### src/rtl/timer_pkg.sv
`timescale 1ns/1ps
package timer_pkg;
  localparam logic [2:0] SLAVE_EXTCLK = 3'b111;
  localparam logic [1:0] MODE_ONEWAY  = 2'b00;

  typedef struct packed {
    logic tick;     // one counter step this cycle
    logic oneWay;   // one-way counting selected
    logic down;     // one-way direction is down
    logic clrFlag;  // clear request for the sticky flag
  } tmrStrobe_t;
endpackage

### src/rtl/timer_ctrl.sv
`timescale 1ns/1ps
module timer_ctrl
  import timer_pkg::*;
#(
  parameter int CNT_W = 16,
  parameter int DIV_W = 16
) (
  input  logic             clk,
  input  logic             rstN,
  input  logic             enable,
  input  logic [1:0]       countMode,
  input  logic             dirDown,
  input  logic [2:0]       slaveMode,
  input  logic [2:0]       trigSel,
  input  logic [3:0]       intTrig,
  input  logic             ch1Edge,
  input  logic             ch1Filt,
  input  logic             ch2Filt,
  input  logic [DIV_W-1:0] divIn,
  input  logic [CNT_W-1:0] periodIn,
  input  logic             ovfClr,
  input  logic             wrapNow,
  output tmrStrobe_t       strb,
  output logic [CNT_W-1:0] periodAct
);
  logic             trigSrc;
  logic             trigPrev;
  logic             srcEvent;
  logic             extMode;
  logic             prescDone;
  logic [DIV_W-1:0] prescCnt;
  logic [DIV_W-1:0] divAct;

  // trigger source multiplexer
  always_comb begin
    unique case (trigSel)
      3'd0:    trigSrc = intTrig[0];
      3'd1:    trigSrc = intTrig[1];
      3'd2:    trigSrc = intTrig[2];
      3'd3:    trigSrc = intTrig[3];
      3'd4:    trigSrc = ch1Edge;
      3'd5:    trigSrc = ch1Filt;
      3'd6:    trigSrc = ch2Filt;
      default: trigSrc = 1'b0;
    endcase
  end

  always_ff @(posedge clk) begin
    if (!rstN) trigPrev <= 1'b0;
    else       trigPrev <= trigSrc;
  end

  assign extMode   = (slaveMode == SLAVE_EXTCLK);
  assign srcEvent  = extMode ? (trigSrc & ~trigPrev) : 1'b1;
  assign prescDone = (prescCnt >= divAct);

  // prescaler: counts source events, restarts on each output tick
  always_ff @(posedge clk) begin
    if (!rstN) begin
      prescCnt <= '0;
    end else if (enable && srcEvent) begin
      if (prescDone) prescCnt <= '0;
      else           prescCnt <= prescCnt + DIV_W'(1);
    end
  end

  // shadow copies: track inputs when stopped, reload at overflow when running
  always_ff @(posedge clk) begin
    if (!rstN) begin
      divAct    <= '0;
      periodAct <= '0;
    end else if (!enable || wrapNow) begin
      divAct    <= divIn;
      periodAct <= periodIn;
    end
  end

  always_comb begin
    strb.tick    = enable && srcEvent && prescDone;
    strb.oneWay  = (countMode == MODE_ONEWAY);
    strb.down    = dirDown;
    strb.clrFlag = ovfClr;
  end
endmodule

### src/rtl/timer_dp.sv
`timescale 1ns/1ps
module timer_dp
  import timer_pkg::*;
#(
  parameter int CNT_W = 16
) (
  input  logic             clk,
  input  logic             rstN,
  input  tmrStrobe_t       strb,
  input  logic [CNT_W-1:0] periodAct,
  output logic [CNT_W-1:0] count,
  output logic             wrapNow,
  output logic             ovfEvent,
  output logic             ovfFlag
);
  localparam logic [CNT_W-1:0] ONE = CNT_W'(1);

  logic             goingDown;
  logic             nextDown;
  logic [CNT_W-1:0] nextCnt;

  always_comb begin
    nextCnt  = count;
    nextDown = goingDown;
    wrapNow  = 1'b0;
    if (strb.tick) begin
      if (strb.oneWay) begin
        if (strb.down) begin
          if (count == '0 || count > periodAct) begin
            nextCnt = periodAct;
            wrapNow = 1'b1;
          end else begin
            nextCnt = count - ONE;
          end
        end else begin
          if (count >= periodAct) begin
            nextCnt = '0;
            wrapNow = 1'b1;
          end else begin
            nextCnt = count + ONE;
          end
        end
      end else if (goingDown) begin
        if (count == '0) begin
          nextCnt  = (periodAct == '0) ? '0 : ONE;
          nextDown = 1'b0;
          wrapNow  = 1'b1;
        end else begin
          nextCnt = count - ONE;
        end
      end else begin
        if (count >= periodAct) begin
          nextCnt  = (periodAct == '0) ? '0 : periodAct - ONE;
          nextDown = 1'b1;
          wrapNow  = 1'b1;
        end else begin
          nextCnt = count + ONE;
        end
      end
    end
  end

  always_ff @(posedge clk) begin
    if (!rstN) begin
      count     <= '0;
      goingDown <= 1'b0;
      ovfEvent  <= 1'b0;
      ovfFlag   <= 1'b0;
    end else begin
      count     <= nextCnt;
      goingDown <= nextDown;
      ovfEvent  <= wrapNow;
      if (wrapNow)           ovfFlag <= 1'b1;
      else if (strb.clrFlag) ovfFlag <= 1'b0;
    end
  end
endmodule

### src/rtl/clocksel_timer.sv
`timescale 1ns/1ps
module clocksel_timer
  import timer_pkg::*;
#(
  parameter int CNT_W = 16,
  parameter int DIV_W = 16
) (
  input  logic             clk,
  input  logic             rstN,
  input  logic             enable,
  input  logic [1:0]       countMode,
  input  logic             dirDown,
  input  logic [2:0]       slaveMode,
  input  logic [2:0]       trigSel,
  input  logic [3:0]       intTrig,
  input  logic             ch1Edge,
  input  logic             ch1Filt,
  input  logic             ch2Filt,
  input  logic [DIV_W-1:0] divIn,
  input  logic [CNT_W-1:0] periodIn,
  input  logic             ovfClr,
  output logic [CNT_W-1:0] count,
  output logic             ovfEvent,
  output logic             ovfFlag
);
  tmrStrobe_t       strb;
  logic [CNT_W-1:0] periodAct;
  logic             wrapNow;

  timer_ctrl #(.CNT_W(CNT_W), .DIV_W(DIV_W)) u_ctrl (
    .clk(clk), .rstN(rstN), .enable(enable), .countMode(countMode),
    .dirDown(dirDown), .slaveMode(slaveMode), .trigSel(trigSel),
    .intTrig(intTrig), .ch1Edge(ch1Edge), .ch1Filt(ch1Filt),
    .ch2Filt(ch2Filt), .divIn(divIn), .periodIn(periodIn),
    .ovfClr(ovfClr), .wrapNow(wrapNow), .strb(strb), .periodAct(periodAct)
  );

  timer_dp #(.CNT_W(CNT_W)) u_dp (
    .clk(clk), .rstN(rstN), .strb(strb), .periodAct(periodAct),
    .count(count), .wrapNow(wrapNow), .ovfEvent(ovfEvent), .ovfFlag(ovfFlag)
  );
endmodule

### config.mk
export PLATFORM = sky130hd
export DESIGN_NAME = clocksel_timer
export DESIGN_NICKNAME = d
export VERILOG_FILES = /design/src/rtl/timer_pkg.sv /design/src/rtl/timer_ctrl.sv /design/src/rtl/timer_dp.sv /design/src/rtl/clocksel_timer.sv
export SDC_FILE = /design/constraint.sdc
export NUM_CORES = 1
export LEC_CHECK = 0
export ABC_AREA = 1
export ABC_CLOCK_PERIOD_IN_PS = 6600
export CORE_ASPECT_RATIO = 1.5
export CORE_UTILIZATION = 26
export CTS_CLUSTER_DIAMETER = 50
export DETAILED_ROUTE_END_ITERATION = 10
export HOLD_SLACK_MARGIN = 0.05
export PLACE_DENSITY = 0.53
export SETUP_SLACK_MARGIN = 0.5
export SKIP_LAST_GASP = 1
export SLEW_MARGIN = 20
export SYNTH_ARGS = -nofsm -noshare
export SYNTH_HDL_FRONTEND = slang
export SYNTH_SLANG_ARGS = --single-unit
### constraint.sdc
create_clock -name clk -period 6.6 [get_ports clk]
set_input_delay 0.66 -clock clk [delete_from_list [all_inputs] [get_ports clk]]
set_output_delay 0.66 -clock clk [all_outputs]
set_load 0.1 [all_outputs]
==> results_dict.tcl <==
set metrics [dict create \
    final_max_slew_viol_count 0 \
    routedWlPerCell_um 15.7 \
    viasPerCell 4.83 \
    cts-root-buf "clkbuf_16" \
    cts_buffer_depth 2 \
    dr_total_vias 6424 \
    numCtsBuffers 9 \
    fin_setup_tns_ps 0 \
    grt_use_met3_pct 1.95 \
    startpoint "u_dp.count[9]$_SDFFE_PN0P_" \
    grt_pass1_vias 6175 \
    portBuffers 69 \
    drt_iter0_drc 346 \
    critPathMaxFanout 66 \
    crit_required_ps 6840 \
    slowest_stage "dfxtp_1" \
    drc 0 \
    grt_util_met2_pct 34.7 \
    max_slew_margin_pct 25.7 \
    htree_levels 3 \
    worst_r2r_startpoint "u_dp.count[9]$_SDFFE_PN0P_" \
    synthCells 1001 \
    fin_crit_sh_pct 52.9 \
    place.gp.congestion 0.890 \
    crit_chain "ha_1, nand2_1, nand2_1, nand3_1, nand2_1, a21oi_4, nand3_2, a21oi_1, nand2_2, nand3_2, buf_4, nand3_1, nand2_1, nor2_1" \
    post_cts_resized 0 \
    dieArea_mm2 0.0240 \
    antenna_found_initial 0 \
    synth-seq-cells 68 \
    die-height_um 189 \
    fin_worst_skew_ps 9.18 \
    worst_pin_slew_ps 1110 \
    finalWorstSetupSlack_ps 3110 \
    powerDensity_mw_per_mm2 159 \
    cp-end-kind "flop" \
    syn_to_final_growth_pct 18.4 \
    finalCriticalPeriod_ps 3490 \
    crit_type "reg2reg" \
    final_cell_mix "278 x nand2_1, 142 x nor2_1, 104 x inv_1, 88 x nand3_1, 78 x a21oi_1" \
    start_util_pct 26.5 \
    avgSynthCellArea_um2 6.07 \
    drv_cap 0 \
    path_common_cell "nand2_1" \
    syn-cell-area_mm2 0.00608 \
    io_pins 70 \
    setup_viol 0 \
    clock-sinks 68 \
    diodes 0 \
    max_stage_delay_ps 620 \
    busiest_layer "met2" \
    grt_overflow 0 \
    syn_nets 1090 \
    hold_viol_final 0 \
    synth_cell_type_count 40 \
    vdd_ir_drop_max_mv 0.109 \
    fmax_ghz 0.286 \
    place_hpwl_um 16100 \
    post_cts_buffers 0 \
    fillers 2606 \
    drive_gt1_share_pct 6.47 \
    ys_warn_count 0 \
    ant_nets 0 \
    grt_use_total_pct 18.0 \
    ys_seq_area_share_pct 22.4 \
    hold_start "u_dp.ovfFlag$_SDFFE_PN0P_" \
    crit_family "simple AND/OR/NAND/NOR gates" \
    clkTransAtPathRegs_ps 60 \
    critPathLaunchType "flop" \
    rsz0062_at_grt "false" \
    outcome "completed" \
    std_cell_rows 68 \
    drt_pre_antenna_iters 5 \
    final_nets 1137 \
    use_met1_pct 19.5 \
    coreArea_mm2 0.0230 \
    tritoncts "done" \
    final_common_cell "nand2_1" \
    routed_wl_um 20900 \
    critPathArrivalTime_ps 3730 \
    preCtsSetupSlack_ps 3010 \
    hold_buffers 0 \
    holdCritPathClass "reg2reg" \
    die_w_um 127 \
    p_leak_nw 3.34 \
    grt_max_degree 67 \
    grt_pass1_wl_um 33300 \
    crit_buf_inv 1 \
    worstSkewPairLatency_ps 350 \
]
-- per-layer routing --
layer / vias up / wire length (µm) / share of wire [%]
met2: 128 / 11500 / 55
li1: 3320 / - / -
met5: - / 0 / 0
met4: 0 / 572 / 2.7
met1: 2940 / 8280 / 40
met3: 36 / 543 / 2.6
-- final cells by class --
cell class / count / area (µm²) / area share [%]
multi-input cells: 783 / 4080 / 56.7
flip-flops and latches: 68 / 1360 / 18.9
repair buffers: 74 / 723 / 10.0
inverters: 112 / 420 / 5.84
well taps: 280 / 350 / 4.87
clock buffers: 12 / 246 / 3.42
clock inverters: 2 / 12.5 / 0.174
-- power breakdown --
part           switching (mW)  internal (mW)  leakage (nW)
registers              0.0144          0.428         0.557
clock network           0.189          0.260         0.125
logic                   0.158         0.0944          2.66
total                   0.361          0.782          3.34
-- Yosys cell counts, drive strengths merged --
cell | instances | area share, %
a21oi | 80 | 6.8
clkinv | 3 | 0.19
inv | 109 | 6.7
o21a | 1 | 0.12
and3 | 1 | 0.10
or2 | 6 | 0.66
a211oi | 1 | 0.12
a21o | 1 | 0.12
buf | 22 | 2.5
nand4 | 33 | 3.6
o22ai | 1 | 0.10
ha | 37 | 7.6
o21ai | 22 | 1.8
a21boi | 1 | 0.31
xnor2 | 2 | 0.29
clkbuf | 16 | 0.99
nor2 | 150 | 9.8
nand3 | 102 | 9.7
nor3 | 17 | 1.6
dfxtp | 68 | 22
nand2 | 289 | 19
nor4 | 6 | 0.86
xor2 | 33 | 4.8
-- final timing paths --
kind | slack (ps) | depth (start not counted) | to
worst max-delay path | 3110 | 14 | u_ctrl.periodAct[13]$_SDFFE_PN0P_
worst min-delay path | 470 | 2 | u_dp.ovfFlag$_SDFFE_PN0P_
worst max register to register | 3110 | 14 | u_ctrl.periodAct[13]$_SDFFE_PN0P_
worst min register to register | 470 | 2 | u_dp.ovfFlag$_SDFFE_PN0P_
-- kinds of logic after synthesis --
logic type / Yosys count / share of synthesized area, %
AOI/OAI and AO/OA: 107 / 9.43
DFF: 68 / 22.4
adders and majority gates: 37 / 7.62
buffers and inverters: 150 / 10.4
xor gates and xnor gates: 35 / 5.04
and+or+nand+nor: 604 / 45.1
-- registers in the layout (all words and copies together) (netlist names) --
register          cells
u_ctrl.divAct        16
u_dp.goingDown        1
u_ctrl.trigPrev       1
u_dp.ovfEvent         1
u_ctrl.prescCnt      16
u_dp.count           16
u_ctrl.periodAct     16
u_dp.ovfFlag          1
-- worst reg2reg max path, cell delays in order, from the launching register on --
cell and delay [ps]:
dfxtp_1 620, ha_1 330, nand2_1 70, nand2_1 40, nand3_1 60, nand2_1 90, a21oi_4 320, nand3_2 520
a21oi_1 320, nand2_2 80, nand3_2 60, buf_4 580, nand3_1 160, nand2_1 100, nor2_1 40
-- metrics by stage --
stage | util, % | cell area, µm² | power, mW | hold slack [ps] | instances
after global routing | 31.3 | 7200 | 1.20 | 522 | 1331
after CTS | 31.3 | 7200 | 1.16 | 473 | 1331
final | 31.3 | 7200 | 1.14 | 473 | 1331
after floorplan | - | 6080 | 0.617 | 474 | 1001
after global placement | 30.2 | 6940 | 0.703 | 461 | 1317
after detailed placement | 30.2 | 6940 | 0.704 | 456 | 1317
Note: power is estimated with default switching activity, not from simulation.
